File: src/rtl/e1_alarm_pkg.sv
// Shared constants for the E1 receive alarm status block.
// Assumes three monitored conditions packed into an 8-bit register.
package e1_alarm_pkg;
    localparam int NCOND   = 3;
    localparam int STAT_W  = 8;
    localparam int DMA_IDX = 2;                // frame-0 TS16 bit that carries the distant alarm
    localparam logic [STAT_W-1:0] USED_MASK = 8'hBB;

    // condition index: 0 distant alarm, 1 link-ID, 2 clock loss
    function automatic int det_pos(input int i);
        case (i)
            0:       return 0;
            1:       return 1;
            default: return 3;
        endcase
    endfunction

    function automatic int clr_pos(input int i);
        case (i)
            0:       return 4;
            1:       return 5;
            default: return 7;
        endcase
    endfunction
endpackage

File: src/rtl/e1_rxclk_watch.sv
// Receive clock loss monitor.
// Synchronizes the line clock with two flops, detects every transition and
// counts system clocks since the last one. Loss is high while the count sits
// at the channel-time limit. Assumes SYS_PER_BIT system clocks per line bit.
module e1_rxclk_watch #(
    parameter int SYS_PER_BIT   = 16,
    parameter int BITS_PER_CHAN = 8
) (
    input  logic clk,
    input  logic rst_n,
    input  logic rx_line_clk,
    output logic loss
);
    localparam int LIMIT = SYS_PER_BIT * BITS_PER_CHAN;
    localparam int CW    = $clog2(LIMIT + 1);

    logic [2:0]    sync_q;
    logic          edge_seen;
    logic [CW-1:0] cnt_q;

    // two-flop synchronizer plus one history flop for edge detection
    always_ff @(posedge clk) begin
        if (!rst_n) sync_q <= '0;
        else        sync_q <= {sync_q[1:0], rx_line_clk};
    end

    assign edge_seen = sync_q[2] ^ sync_q[1];

    // count idle system clocks, saturating at the limit
    always_ff @(posedge clk) begin
        if (!rst_n)                       cnt_q <= '0;
        else if (edge_seen)               cnt_q <= '0;
        else if (cnt_q != CW'(LIMIT))     cnt_q <= cnt_q + 1'b1;
    end

    assign loss = (cnt_q == CW'(LIMIT));

    p_edge_ends_loss_r4: assert property (@(posedge clk) disable iff (!rst_n)
        edge_seen |=> !loss);
    p_loss_needs_quiet_r3: assert property (@(posedge clk) disable iff (!rst_n)
        $rose(loss) |-> $past(!edge_seen));
endmodule

File: src/rtl/e1_dist_mf_alarm.sv
// Distant multiframe alarm detector.
// Samples the alarm bit of each frame-0 timeslot-16 byte. The alarm rises when
// two consecutive samples are 1 and falls on any 0 sample. Assumes one frame-0
// byte per multiframe.
module e1_dist_mf_alarm
    import e1_alarm_pkg::*;
(
    input  logic       clk,
    input  logic       rst_n,
    input  logic       ts16_stb,
    input  logic       ts16_frame0,
    input  logic [7:0] ts16_byte,
    output logic       alarm
);
    logic sample, flag, seen_q;

    assign sample = ts16_stb & ts16_frame0;
    assign flag   = ts16_byte[DMA_IDX];

    // keep last frame-0 flag and update the alarm once per multiframe
    always_ff @(posedge clk) begin
        if (!rst_n) begin
            seen_q <= 1'b0;
            alarm  <= 1'b0;
        end else if (sample) begin
            seen_q <= flag;
            alarm  <= flag & seen_q;
        end
    end

    p_zero_ends_alarm_r6: assert property (@(posedge clk) disable iff (!rst_n)
        (sample && !flag) |=> !alarm);
    p_alarm_needs_two_r5: assert property (@(posedge clk) disable iff (!rst_n)
        $rose(alarm) |-> $past(seen_q && sample && flag));
endmodule

File: src/rtl/e1_stat_latch.sv
// Change-of-state latch.
// For each live condition it sets a "became true" bit on a rising edge and a
// "went away" bit on a falling edge. Host write-one clears bits, and a set in
// the same cycle wins. Unused positions are forced to zero.
module e1_stat_latch
    import e1_alarm_pkg::*;
(
    input  logic              clk,
    input  logic              rst_n,
    input  logic [NCOND-1:0]  cond,
    input  logic              clr_we,
    input  logic [STAT_W-1:0] clr_data,
    output logic [STAT_W-1:0] status
);
    logic [NCOND-1:0]  prev_q;
    logic [STAT_W-1:0] set_vec;
    logic [STAT_W-1:0] clr_vec;

    // remember conditions from the previous clock
    always_ff @(posedge clk) begin
        if (!rst_n) prev_q <= '0;
        else        prev_q <= cond;
    end

    // map each edge to its register bit
    always_comb begin
        set_vec = '0;
        for (int i = 0; i < NCOND; i++) begin
            set_vec[det_pos(i)] = cond[i] & ~prev_q[i];
            set_vec[clr_pos(i)] = ~cond[i] & prev_q[i];
        end
    end

    assign clr_vec = clr_we ? clr_data : '0;

    // sticky register: clear first, then set, so the set wins
    always_ff @(posedge clk) begin
        if (!rst_n) status <= '0;
        else        status <= ((status & ~clr_vec) | set_vec) & USED_MASK;
    end

    p_unused_zero_r2: assert property (@(posedge clk) disable iff (!rst_n)
        (status[2] == 1'b0) && (status[6] == 1'b0));
    p_rise_latches_r7: assert property (@(posedge clk) disable iff (!rst_n)
        (cond[1] && !prev_q[1]) |=> status[1]);
    p_fall_latches_r7: assert property (@(posedge clk) disable iff (!rst_n)
        (!cond[1] && prev_q[1]) |=> status[5]);
    p_sticky_r11: assert property (@(posedge clk) disable iff (!rst_n)
        !clr_we |=> (($past(status) & ~status) == '0));
    p_clear_works_r8: assert property (@(posedge clk) disable iff (!rst_n)
        clr_we |=> ((status & $past(clr_data) & ~$past(set_vec)) == '0));
endmodule

File: src/rtl/e1_rx_alarm_status.sv
// E1 receive alarm change-of-state register, top level.
// Combines the clock-loss monitor, the distant multiframe alarm detector and
// the external link-ID condition into one sticky status register. It also
// holds the interrupt mask and drives the interrupt. The line clock is
// asynchronous, and all other inputs are synchronous to clk.
module e1_rx_alarm_status
    import e1_alarm_pkg::*;
#(
    parameter int SYS_PER_BIT = 16
) (
    input  logic        clk,
    input  logic        rst_n,
    input  logic        rx_line_clk,
    input  logic        ts16_stb,
    input  logic        ts16_frame0,
    input  logic [7:0]  ts16_byte,
    input  logic        link_id_hit,
    input  logic        clr_we,
    input  logic [7:0]  clr_data,
    input  logic        mask_we,
    input  logic [7:0]  mask_data,
    output logic [7:0]  status,
    output logic [7:0]  irq_mask,
    output logic        irq
);
    logic loss, dma_alarm;
    logic [NCOND-1:0] cond;

    e1_rxclk_watch #(.SYS_PER_BIT(SYS_PER_BIT), .BITS_PER_CHAN(8)) u_watch (
        .clk(clk), .rst_n(rst_n), .rx_line_clk(rx_line_clk), .loss(loss)
    );

    e1_dist_mf_alarm u_dma (
        .clk(clk), .rst_n(rst_n), .ts16_stb(ts16_stb), .ts16_frame0(ts16_frame0),
        .ts16_byte(ts16_byte), .alarm(dma_alarm)
    );

    assign cond = {loss, link_id_hit, dma_alarm};

    e1_stat_latch u_latch (
        .clk(clk), .rst_n(rst_n), .cond(cond), .clr_we(clr_we),
        .clr_data(clr_data), .status(status)
    );

    // host-writable interrupt mask
    always_ff @(posedge clk) begin
        if (!rst_n)       irq_mask <= '0;
        else if (mask_we) irq_mask <= mask_data;
    end

    assign irq = |(status & irq_mask);

    p_irq_quiet_status_r10: assert property (@(posedge clk) disable iff (!rst_n)
        (status == '0) |-> !irq);
    p_irq_quiet_mask_r10: assert property (@(posedge clk) disable iff (!rst_n)
        (irq_mask == '0) |-> !irq);
endmodule

File: config.mk
export PLATFORM = sky130hd
export DESIGN_NAME = e1_rx_alarm_status
export DESIGN_NICKNAME = d
export VERILOG_FILES = /design/src/rtl/e1_alarm_pkg.sv /design/src/rtl/e1_rxclk_watch.sv /design/src/rtl/e1_dist_mf_alarm.sv /design/src/rtl/e1_stat_latch.sv /design/src/rtl/e1_rx_alarm_status.sv
export SDC_FILE = /design/constraint.sdc
export NUM_CORES = 1
export LEC_CHECK = 0
export BUFFER_PORTS_ARGS = -buffer_cell sky130_fd_sc_hd__buf_2
export CORE_MARGIN = 2
export CORE_UTILIZATION = 43
export DETAILED_ROUTE_END_ITERATION = 12
export PLACE_DENSITY = 0.79
export SETUP_SLACK_MARGIN = 0.05
export SLEW_MARGIN = 20
export SYNTH_ARGS = -nofsm -noshare
export SYNTH_HDL_FRONTEND = slang
export SYNTH_HIERARCHICAL = 1
export SYNTH_SLANG_ARGS = --single-unit
File: constraint.sdc
create_clock -name clk -period 1.7 [get_ports clk]
set_input_delay 0.085 -clock clk [delete_from_list [all_inputs] [get_ports clk]]
set_output_delay 0.085 -clock clk [all_outputs]
set_load 0.03 [all_outputs]
==> flow_metrics.env <==
export IMPL_grt_start_max_net_pins=31
export IMPL_wl_mm=2.71
export IMPL_die_h_microns=58.5
export IMPL_io_buffers=37
export IMPL_rsz0062_at_grt="true"
export IMPL_grt_overflow=0
export IMPL_cts_buffers_inserted=5
export IMPL_synth_top_family_by_area="simple AND/OR/NAND/NOR gates"
export IMPL_r2r_start="u_watch/cnt_q[0]"
export IMPL_clock_latency_ns=0.32
export IMPL_synthSimpleGateAreaFrac_pct=24.3
export IMPL_grt_pass1_wl_mm=4.33
export IMPL_remaining_drc_errors=0
export IMPL_insertedDiodeCount=0
export IMPL_synth_compound_area_share_pct=14.0
export IMPL_hold_path_class="in2reg"
export IMPL_chipWidth_microns=58.5
export IMPL_h_tree_depth=2
export IMPL_cts_max_path_buffers=2
export IMPL_path_cells="inv_2 > ha_4 > or4b_4 > nor2_4 > and3b_2 > a31o_4"
export IMPL_io_pins=49
export IMPL_nFillCells=236
export IMPL_syn_avg_cell_area_sq_um=10.2
export IMPL_path_class="reg2reg"
export IMPL_rrSetupSlack_ns=0.05
export IMPL_dpl_instance_area_sq_um=1510
export IMPL_synthMuxAreaShare_pct=6.26
export IMPL_max_freq_ghz=0.607
export IMPL_worst_path_largest_cell_delay_ns=0.47
export IMPL_arrival_ns=1.87
export IMPL_finalHoldViolCount=0
export IMPL_start_util_pct=46.0
export IMPL_cts_tree="built"
export IMPL_crit_required_ns=1.92
export IMPL_postRouteAntennaNets=0
export IMPL_slew_viol_final=0
export IMPL_tns_ns=0
export IMPL_avgViaCountPerCell=5.23
export IMPL_final_common_cell="buf_2"
export IMPL_hpwl_mm=1.99
export IMPL_syn_area_sq_um=1280
export IMPL_hold_end="irq_mask[2]"
export IMPL_stdcell_area_sq_um=1640
export IMPL_yosys_area_top_type_share_pct=47.0
export IMPL_clock_root_buffer="clkbuf_4"
export IMPL_start_kind="flip-flop"
export IMPL_post_place_ws_ns=0.0167
export IMPL_p_per_area_nw_per_um2=853
export IMPL_drive_gt1_share_pct=42.3
export IMPL_drt_iter0_markers=35
export IMPL_vias=1078
export IMPL_die_area_sq_um=3430
export IMPL_cts_clk_slew_worst_paths_ns=0.09
export IMPL_antenna_found_initial=0
export IMPL_holdPathStages=3
export IMPL_synth_warnings=6
export IMPL_r2r_end="u_latch/status[7]"
export IMPL_core_area_sq_um=2780
export IMPL_post_drt_wl_per_cell_microns=13.1
export IMPL_setup_violations=0
export IMPL_synth_area_leader_cell="dfxtp_1"
export IMPL_grt_usage_pct=16.6
export IMPL_reg2reg_depth=6
export IMPL_synth_cell_types=37
export IMPL_postSynthCellCount=125
export IMPL_netlist_top_cells_area="dfxtp_1 (47%), mux2i_1 (6.3%), and3b_2 (3.9%), nor2b_1 (3.9%), a31o_2 (3.4%)"
export IMPL_min_from="mask_data[2]"
export IMPL_outcome="finished clean"
export IMPL_finClkSkew_ns=0.00450
export IMPL_place_gp_congestion=0.873
export IMPL_slowest_stage="or4b_4"
export IMPL_fin_cells=206
export IMPL_fin_nets=208
export IMPL_grt_pass1_vias=1030
export IMPL_cp_end_kind="flip-flop"
export IMPL_drtPass1Iterations=4
export IMPL_layout_setup_ws_ns=0.0530
export IMPL_syn_to_final_growth_pct=28.0
export IMPL_power_leakage_nw=0.741
export IMPL_std_cell_rows=19
export IMPL_synth_fa_ha_area_share_pct=1.96
export IMPL_mostFrequentLayoutCells="buf_2 (37), dfxtp_1 (29), nand2_1 (10)"
export IMPL_synth_seq_cells=30
export IMPL_ir_worst_vdd_v=0.000744
export IMPL_yosysSeqAreaShare_pct=47.0
export IMPL_post_route_period_util_pct=96.9
export IMPL_synth_xor_xnor_area_share_pct=2.74
export IMPL_cts_sinks=30
export IMPL_critPathMaxFanout=2
export IMPL_period_needed_ns=1.65
export IMPL_maxCapViolCount=0
export IMPL_placed_cells=195
-- cell families (layout without fill, tap and decap cells) --
| group | count (synthesis) | after routing |
|---|---|---|
| adders and majority gates | 2 | 2 |
| other | 1 | 2 |
| muxes | 8 | 8 |
| buffers and inverters | 6 | 55 |
| AOI/OAI and AO/OA | 24 | 24 |
| xor gates and xnor gates | 4 | 4 |
| and+or+nand+nor | 50 | 50 |
| DFF | 30 | 30 |
-- how the worst max path moves through the flow --
stage / endpoint / start
global placement: u_latch/status[7] / u_watch/cnt_q[0]
CTS: u_latch/status[7] / u_watch/cnt_q[0]
floorplan: u_latch/status[7] / u_watch/cnt_q[0]
detailed placement: u_latch/status[7] / u_watch/cnt_q[0]
global route: u_latch/status[7] / u_watch/cnt_q[0]
finish: u_latch/status[7] / u_watch/cnt_q[0]
-- metal layers --
layer / global-route usage, % / vias to the layer above / share of wire [%]
met5: 0 / - / 0
met1: 19.0 / 496 / 43
met4: 5.98 / 0 / 1.0
li1: - / 542 / -
met3: 5.93 / 5 / 5.1
met2: 28.4 / 35 / 51
-- layout make-up --
type	count	area (sq um)	area share [%]
Sequential cell	30	602	36.8
Clock inverter	2	12.5	0.765
Timing Repair Buffer	45	250	15.3
Tap cell	31	38.8	2.37
Multi-Input combinational cell	90	674	41.2
Clock buffer	6	51.3	3.13
Inverter	2	7.51	0.459
-- cells in the mapped netlist --
master,number
nor4b_1,1
inv_1,2
or4_1,1
a31o_2,5
o21a_1,1
and3_1,1
and2_2,3
or3b_2,1
a21boi_2,1
a22oi_1,4
dfxtp_1,30
nor3_1,2
a21oi_1,5
xnor2_1,2
nand2_1,10
xor2_1,2
a21bo_2,1
o211ai_2,1
conb_1,1
nand3_1,4
buf_6,2
and3b_1,1
o21ai_0,3
nor2b_1,8
mux2i_1,8
o31ai_1,1
buf_4,2
or4b_4,1
nor2_1,4
or3_1,2
ha_1,2
a31o_1,1
and3b_2,5
nor3b_1,1
a21boi_0,1
nand4_1,2
and2_1,3
-- flip-flops by register name (all words and copies together) (netlist names) --
| register | cells |
|---|---|
| u_watch/cnt_q | 8 |
| u_latch/prev_q | 3 |
| u_watch/sync_q | 3 |
| u_dma/alarm | 1 |
| irq_mask | 8 |
| u_dma/seen_q | 1 |
| u_latch/status | 6 |
-- power by group --
part	internal (mW)	total, mW	switching [mW]
combinational	0.0917	0.210	0.118
clock	0.199	0.439	0.241
sequential	0.729	0.747	0.0180
total	1.02	1.40	0.377
-- worst max-delay path: cells and delay by family, from the launching register on --
kind | cells | cell delay (ns)
and+or+nand+nor | 3 | 0.80
buffers and inverters | 1 | 0.08
adders and majority gates | 1 | 0.12
DFF | 1 | 0.34
AOI/OAI and AO/OA | 1 | 0.20
-- stage by stage --
stage               hold WS [ns]  utilization (%)  total power, mW
finish                    0.0280             58.8             1.40
CTS                       0.0103             57.8             1.40
global route              0.0283             58.8             1.47
floorplan                  0.203                -            0.885
global placement           0.289             54.3            0.947
detailed placement         0.295             54.3            0.956
-- what timing repair did --
action                     in CTS  in global routing
cloned                          0                  0
buffers inserted                0                  1
pin swaps                       1                  4
hold buffers                    2                  0
setup endpoints to repair       3                  7
hold endpoints to repair        2                  0
resized for setup               2                  6
Power figures use the tool's default switching activity.
